File: src/rtl/tap_tuner_pkg.sv
package tap_tuner_pkg;

  typedef struct packed {
    logic clear;        // new sweep: reset taps and run records
    logic tapPass;      // current tap passed
    logic tapFail;      // current tap failed (check or apply timeout)
    logic advance;      // move to the next tap
    logic selectFinal;  // latch centre tap and present it
  } tunerStrobes_t;

  typedef enum logic [2:0] {
    ST_IDLE,
    ST_APPLY,
    ST_CHECK,
    ST_DECIDE,
    ST_FINAL
  } tunerState_t;

endpackage

File: src/rtl/tuner_datapath.sv
module tuner_datapath
  import tap_tuner_pkg::*;
#(
  parameter int TAP_W     = 6,
  parameter int TAP_COUNT = 40
) (
  input  logic             clk,
  input  logic             rstN,
  input  tunerStrobes_t    strb,
  output logic [TAP_W-1:0] applyTap,
  output logic             lastTap,
  output logic             anyPass
);

  localparam int RUN_W = $clog2(TAP_COUNT + 1);
  localparam logic [TAP_W-1:0] LAST_TAP = TAP_W'(TAP_COUNT - 1);

  logic [TAP_W-1:0] curTap;
  logic [TAP_W-1:0] bestEnd;
  logic [TAP_W-1:0] finalTap;
  logic [RUN_W-1:0] curRun;
  logic [RUN_W-1:0] bestRun;
  logic [RUN_W-1:0] runNext;
  logic             finalMode;

  assign runNext = curRun + 1'b1;

  always_ff @(posedge clk or negedge rstN) begin
    if (!rstN) begin
      curTap    <= '0;
      curRun    <= '0;
      bestRun   <= '0;
      bestEnd   <= '0;
      finalTap  <= '0;
      finalMode <= 1'b0;
    end else if (strb.clear) begin
      curTap    <= '0;
      curRun    <= '0;
      bestRun   <= '0;
      bestEnd   <= '0;
      finalMode <= 1'b0;
    end else begin
      if (strb.tapPass) begin
        curRun <= runNext;
        if (runNext > bestRun) begin
          bestRun <= runNext;
          bestEnd <= curTap;
        end
      end else if (strb.tapFail) begin
        curRun <= '0;
      end
      if (strb.advance) curTap <= curTap + 1'b1;
      if (strb.selectFinal) begin
        finalMode <= 1'b1;
        finalTap  <= bestEnd - TAP_W'(bestRun >> 1);
      end
    end
  end

  assign applyTap = finalMode ? finalTap : curTap;
  assign lastTap  = (curTap == LAST_TAP);
  assign anyPass  = (bestRun != '0);

  a_r1_tap_in_range: assert property (@(posedge clk) disable iff (!rstN)
    curTap <= LAST_TAP);

  a_r4_fail_clears_run: assert property (@(posedge clk) disable iff (!rstN)
    strb.tapFail |=> (curRun == '0));

  a_r5_best_covers_current: assert property (@(posedge clk) disable iff (!rstN)
    bestRun >= curRun);

  a_r5_best_never_shrinks: assert property (@(posedge clk) disable iff (!rstN)
    !strb.clear |=> bestRun >= $past(bestRun));

endmodule

File: src/rtl/tuner_control.sv
module tuner_control
  import tap_tuner_pkg::*;
#(
  parameter int APPLY_TIMEOUT = 16
) (
  input  logic          clk,
  input  logic          rstN,
  input  logic          start,
  input  logic          applyAck,
  input  logic          checkValid,
  input  logic          checkPass,
  input  logic          lastTap,
  input  logic          anyPass,
  output tunerStrobes_t strb,
  output logic          busy,
  output logic          done,
  output logic          error,
  output logic          applyReq,
  output logic          checkReq
);

  localparam int TMR_W = (APPLY_TIMEOUT > 1) ? $clog2(APPLY_TIMEOUT) : 1;
  localparam logic [TMR_W-1:0] TMR_LAST = TMR_W'(APPLY_TIMEOUT - 1);

  tunerState_t state, nextState;
  logic [TMR_W-1:0] timer;
  logic timedOut;
  logic setDone, setErr;

  assign timedOut = (timer == TMR_LAST);

  always_comb begin
    nextState = state;
    strb      = '0;
    setDone   = 1'b0;
    setErr    = 1'b0;
    unique case (state)
      ST_IDLE: begin
        if (start) begin
          strb.clear = 1'b1;
          nextState  = ST_APPLY;
        end
      end
      ST_APPLY: begin
        if (applyAck) begin
          nextState = ST_CHECK;
        end else if (timedOut) begin
          strb.tapFail = 1'b1;
          if (lastTap) nextState = ST_DECIDE;
          else strb.advance = 1'b1;
        end
      end
      ST_CHECK: begin
        if (checkValid) begin
          strb.tapPass = checkPass;
          strb.tapFail = !checkPass;
          if (lastTap) begin
            nextState = ST_DECIDE;
          end else begin
            strb.advance = 1'b1;
            nextState    = ST_APPLY;
          end
        end
      end
      ST_DECIDE: begin
        if (anyPass) begin
          strb.selectFinal = 1'b1;
          nextState        = ST_FINAL;
        end else begin
          setErr    = 1'b1;
          nextState = ST_IDLE;
        end
      end
      ST_FINAL: begin
        if (applyAck) begin
          setDone   = 1'b1;
          nextState = ST_IDLE;
        end else if (timedOut) begin
          setErr    = 1'b1;
          nextState = ST_IDLE;
        end
      end
      default: nextState = ST_IDLE;
    endcase
  end

  always_ff @(posedge clk or negedge rstN) begin
    if (!rstN) begin
      state <= ST_IDLE;
      timer <= '0;
      done  <= 1'b0;
      error <= 1'b0;
    end else begin
      state <= nextState;
      timer <= ((nextState != state) || strb.advance) ? '0 : timer + 1'b1;
      if (strb.clear) begin
        done  <= 1'b0;
        error <= 1'b0;
      end else begin
        if (setDone) done <= 1'b1;
        if (setErr) error <= 1'b1;
      end
    end
  end

  assign busy     = (state != ST_IDLE);
  assign applyReq = (state == ST_APPLY) || (state == ST_FINAL);
  assign checkReq = (state == ST_CHECK);

  a_r2_req_exclusive: assert property (@(posedge clk) disable iff (!rstN)
    !(applyReq && checkReq));

  a_r2_release_on_ack: assert property (@(posedge clk) disable iff (!rstN)
    (applyReq && applyAck) |=> !applyReq);

  a_r8_done_not_busy: assert property (@(posedge clk) disable iff (!rstN)
    !(done && busy) && !(done && error));

  a_r8_busy_ends_reported: assert property (@(posedge clk) disable iff (!rstN)
    $fell(busy) |-> (done || error));

endmodule

File: src/rtl/tap_window_tuner.sv
module tap_window_tuner
  import tap_tuner_pkg::*;
#(
  parameter int TAP_W         = 6,
  parameter int TAP_COUNT     = 40,
  parameter int APPLY_TIMEOUT = 16
) (
  input  logic             clk,
  input  logic             rstN,
  input  logic             start,
  output logic             busy,
  output logic             done,
  output logic             error,
  output logic             applyReq,
  output logic [TAP_W-1:0] applyTap,
  input  logic             applyAck,
  output logic             checkReq,
  input  logic             checkValid,
  input  logic             checkPass
);

  tunerStrobes_t strb;
  logic lastTap;
  logic anyPass;

  tuner_control #(.APPLY_TIMEOUT(APPLY_TIMEOUT)) u_ctrl (
    .clk       (clk),
    .rstN      (rstN),
    .start     (start),
    .applyAck  (applyAck),
    .checkValid(checkValid),
    .checkPass (checkPass),
    .lastTap   (lastTap),
    .anyPass   (anyPass),
    .strb      (strb),
    .busy      (busy),
    .done      (done),
    .error     (error),
    .applyReq  (applyReq),
    .checkReq  (checkReq)
  );

  tuner_datapath #(.TAP_W(TAP_W), .TAP_COUNT(TAP_COUNT)) u_dp (
    .clk     (clk),
    .rstN    (rstN),
    .strb    (strb),
    .applyTap(applyTap),
    .lastTap (lastTap),
    .anyPass (anyPass)
  );

endmodule

File: config.mk
export PLATFORM = sky130hd
export DESIGN_NAME = tap_window_tuner
export DESIGN_NICKNAME = d
export VERILOG_FILES = /design/src/rtl/tap_tuner_pkg.sv /design/src/rtl/tuner_datapath.sv /design/src/rtl/tuner_control.sv /design/src/rtl/tap_window_tuner.sv
export SDC_FILE = /design/constraint.sdc
export NUM_CORES = 1
export LEC_CHECK = 0
export ABC_CLOCK_PERIOD_IN_PS = 2500
export BUFFER_PORTS_ARGS = -buffer_cell sky130_fd_sc_hd__buf_2
export CAP_MARGIN = 5
export CORE_MARGIN = 3
export CORE_UTILIZATION = 45
export CTS_BUF_LIST = sky130_fd_sc_hd__clkbuf_8
export DETAILED_ROUTE_END_ITERATION = 12
export PLACE_DENSITY_LB_ADDON = 0.2
export SLEW_MARGIN = 20
export SYNTH_ARGS = -nofsm -noshare
export SYNTH_HDL_FRONTEND = slang
export SYNTH_HIERARCHICAL = 1
export SYNTH_SLANG_ARGS = --single-unit
File: constraint.sdc
create_clock -name clk -period 2.5 [get_ports clk]
set_input_delay 0.5 -clock clk [delete_from_list [all_inputs] [get_ports clk]]
set_output_delay 0.5 -clock clk [all_outputs]
set_load 0.01 [all_outputs]
# Yosys cells after proc, flatten, opt, wreduce, memory -nomap -nowiden
# Cells that the tools add are included.
# word_totals
reg_bits,40
in_bits,6
out_inout_bits,11
wordCells,83
# op_classes
n_lt_le_gt_ge,1
add_sub_neg,4
n_reduce_logical,15
muxes,45
n_eq_ne,7
bitwise,1
# op_table
op,n
two-way mux 6 bit,12
two-way mux 3 bit,9
two-way mux 1 bit,17
case mux 3 bit (5 select lines),1
adder 6 x 1 -> 6 bit (second input constant),2
nonzero test 2 bit,6
== test 3 x 2 -> 1 bit (second input constant),2
== test 6 bit (second input constant),1
> comparator 6 bit,1
two-way mux 2 bit,3
nonzero test 3 bit,2
nonzero test 6 bit,1
subtractor 6 x 5 -> 6 bit,1
adder 4 x 1 -> 4 bit (second input constant),1
== test 4 bit (second input constant),1
two-way mux 4 bit,1
case mux 2 bit (2 select lines),1
AND reduction 2 bit,2
== test 3 x 1 -> 1 bit (second input constant),1
== test 3 bit (second input constant),1
logical NOT 3 bit,1
inequality test 3 bit,1
logical OR 1 bit,2
case mux 1 bit (2 select lines),1
2 further kinds,2

# Logic depth before layout (Yosys ltp)
# logic_depth
word_depth,8
mapped_depth,10
depth_no_buf,9

# Cells and area by module
# Netlist, hierarchy kept.
# by_module_without_submodules
module,seq_area_each_um2,area_per_inst_um2,n_inst,cells_per_inst
tuner_datapath,775.7,1783.0,1,177
tuner_control,225.2,666.9,1,74

# Worst setup path before layout
# OpenSTA, ideal clock, no wires.
# synth_path
path_type,register to register
start,reg u_dp.curRun[0]
end,reg u_dp.bestEnd[2]
period_less_slack_ps,2173
setup_time_ps,132
stages_incl_launch_ff,11
arrival_ps,2041
path_slack_ps,327
required_ps,2368
path_buffers,1
cell_sequence,dfrtp_1 -> ha_1 -> nand3_1 -> xnor2_1 -> ha_1 -> nand4_1 -> o21bai_4 -> a31oi_4 -> buf_8 -> mux2i_1 -> nor2_1
# synth_between
elab_chain_cells,4
# synth_lines
element,line,text
"start, declared",tuner_datapath.sv:21,logic [RUN_W-1:0] curRun;
"start signal, assigned",tuner_datapath.sv:44,curRun <= runNext;
adder 6 x 1 -> 6 bit,tuner_datapath.sv:26,assign runNext = curRun + 1'b1;
> comparator 6 bit,tuner_datapath.sv:45,if (runNext > bestRun) begin
nonzero test 2 bit (no line),--,
AND reduction 2 bit (no line),--,
"end signal, assigned",tuner_datapath.sv:47,bestEnd <= curTap;
"end, declared",tuner_datapath.sv:19,logic [TAP_W-1:0] bestEnd;
# No other way between the ends.
# A chain may end at the register's enable or synchronous reset.

# Worst setup path in the final report
# layout_path
start,reg u_dp.curRun[0]
end,reg u_dp.bestEnd[5]
# The elaborated chain is that of the path after synthesis.

==> qor.yml <==
cts_resized: 0
max_stage_delay_ps: 450
antenna_cells: 0
syn_inst: 251
cp_num_cells: 10
cts_max_level: 2
cts_hold_buf: 0
timing.final.crit_share: 0.931
path_delay_family: "adder cells"
finClkSkew_ps: 7.90
cp-end-kind: "flop"
yosysWarnings: 6
cts_max_path_buffers: 2
insertion_delay_ps: 280
clock_sinks: 40
cp.required_ps: 2670
rsz0062_at_grt: "false"
grt_pass1_vias: 1699
setup.worst_path.start: "u_dp/curRun[0]"
crit_arrival_ps: 2500
syn_to_final_growth_pct: 11.0
cts_made_buffers: 5
ir_worst_vdd_uv: 484
crit_chain: "ha_1, nand3_1, xnor2_2, ha_1, nand4_1, o21bai_4, a31oi_4, buf_4, mux2i_1, nor2_1"
initialDrtViolationCount: 89
fin_util: 0.526
cpMostUsedCell: "ha_1"
worstSetupStartpointType: "flop"
slowest_stage: "dfrtp_1"
firstDrtPassIters: 4
synth_edf_count: 0
min-delay-path-class: "in2async"
grt_antenna_before_repair: 0
num_io_pins: 17
grt_pass1_wl_um: 8220
overflow: 0
die_w_um: 79.8
nets: 294
gp_congestion: 0.858
synth-main-ff-cell: "dfrtp_1"
drive_gt1_frac: 0.190
port_buffers: 16
leakage_uw: 0.00127
root_buffer: "clkbuf_8"
syn_area_um2: 2450
final_cell_mix: "40 x dfrtp_1, 37 x nor2_1, 18 x inv_1, 18 x nand2_1"
viasPerCell: 5.17
fin_setup_tns_ps: 0
ys_async_sr_fraction: 1.00
grt_start_max_net_pins: 41
outcome: "finished clean"
path_buf_inv: 1
drc: 0
drv_cap: 0
start_util: 0.474
fp.dieH_um: 79.8
layout_commonest_cell: "dfrtp_1"
place_hpwl_um: 3510
cts_tree: "yes"
max_freq_mhz: 430
fin_crit_ps: 2330
maxSlewViolCount: 0
ys_seq_area_frac: 0.409
regToRegEndpoint: "u_dp/bestEnd[5]"
r2r-start: "u_dp/curRun[0]"
r2r_slack_ps: 170
worst_pin_slew_ps: 866
core.rowCount: 26
synth_cell_type_count: 46
path_class: "reg2reg"
slew_headroom: 0.423
crit_fanout: 8
die-area_um2: 6370
wirelength_um: 4750
postCtsSetupRepairBufs: 0
core_um2: 5170
hold_violations: 0
synth_nets: 272
r2r_cells: 10
grt_usage: 0.167
worst_setup_hold_path_clk_slew_ps: 80
final_antenna_net_count: 0
synth.ff_latch_count: 40
setup_viol: 0
routed-via-count: 1780
power_per_cell_area_nw_per_um2: 748
wl_per_cell_um: 13.8
synth_area_per_cell_um2: 9.76
power by group:
group          internal (µW)  switching, µW
Sequential               732            118
Clock                    195            229
Combinational            335            425
Total                   1260            772
synth_stat cells (all sizes together), types with 4 or more instances:
cell | n | area [µm²]
mux2 | 6 | 67.6
nor3b | 5 | 42.5
dfrtp | 40 | 1000
buf | 5 | 53.8
xnor2 | 6 | 52.6
nand2b | 4 | 25.0
xor2 | 7 | 61.3
mux2i | 16 | 160
nor3 | 6 | 35.0
inv | 18 | 67.6
clkbuf | 6 | 22.5
nand2 | 18 | 67.6
nor2 | 37 | 139
nand4 | 4 | 25.0
ha | 14 | 175
o21ai | 12 | 60.1
a21oi | 14 | 73.8
nand3 | 5 | 25.0
layer usage:
layer / global-route usage / routed length [µm] / vias up
met1: 0.236 / 2430 / 850
met5: 0 / 0 / -
li1: - / - / 904
met4: 0.0304 / 27 / 0
met3: 0.0406 / 151 / 2
met2: 0.263 / 2130 / 24
state kept, by name (all words and copies together) (netlist names):
signal,cells
u_ctrl/done,1
u_dp/curRun,6
u_dp/finalMode,1
u_dp/bestRun,6
u_ctrl/state,3
u_dp/finalTap,6
u_ctrl/timer,4
u_ctrl/error,1
u_dp/curTap,6
u_dp/bestEnd,6
final cells by class:
type	count	area, µm²
Clock inverter	3	18.8
Sequential cell	40	1000
Timing Repair Buffer	26	155
Inverter	18	67.6
Tap cell	70	87.6
Fill cell	486	2450
Multi-Input combinational cell	182	1320
Clock buffer	5	68.8
cell families (layout without fill, tap and decap cells):
logic type,after synthesis,after routing,share of synthesized area
and+or+nand+nor,91,91,0.189
AOI/OAI and AO/OA,41,41,0.125
DFF,40,40,0.409
buffers and inverters,29,52,0.0587
muxes,22,22,0.0929
adders and majority gates,15,15,0.0797
xor gates and xnor gates,13,13,0.0465
through the flow:
stage / cell area [µm²] / worst slack [ps] / total power, µW / instances / hold slack, ps
final: 2720 / 172 / 2030 / 344 / 322
after global routing: 2720 / 14.4 / 2210 / 344 / 403
after CTS: 2700 / 95.4 / 2070 / 344 / 364
after detailed placement: 2620 / 98.1 / 1630 / 336 / 464
after global placement: 2620 / 138 / 1620 / 336 / 457
after floorplan: 2450 / 327 / 1440 / 251 / 204
worst max path at each step:
stage | endpoint | slack (ps)
floorplan | u_dp/bestEnd[2] | 330
global placement | u_dp/bestRun[5] | 140
detailed placement | u_dp/bestEnd[5] | 100
CTS | u_dp/bestEnd[5] | 100
global route | u_dp/bestEnd[4] | 10
finish | u_dp/bestEnd[5] | 170
Power figures use the tool's default switching activity.
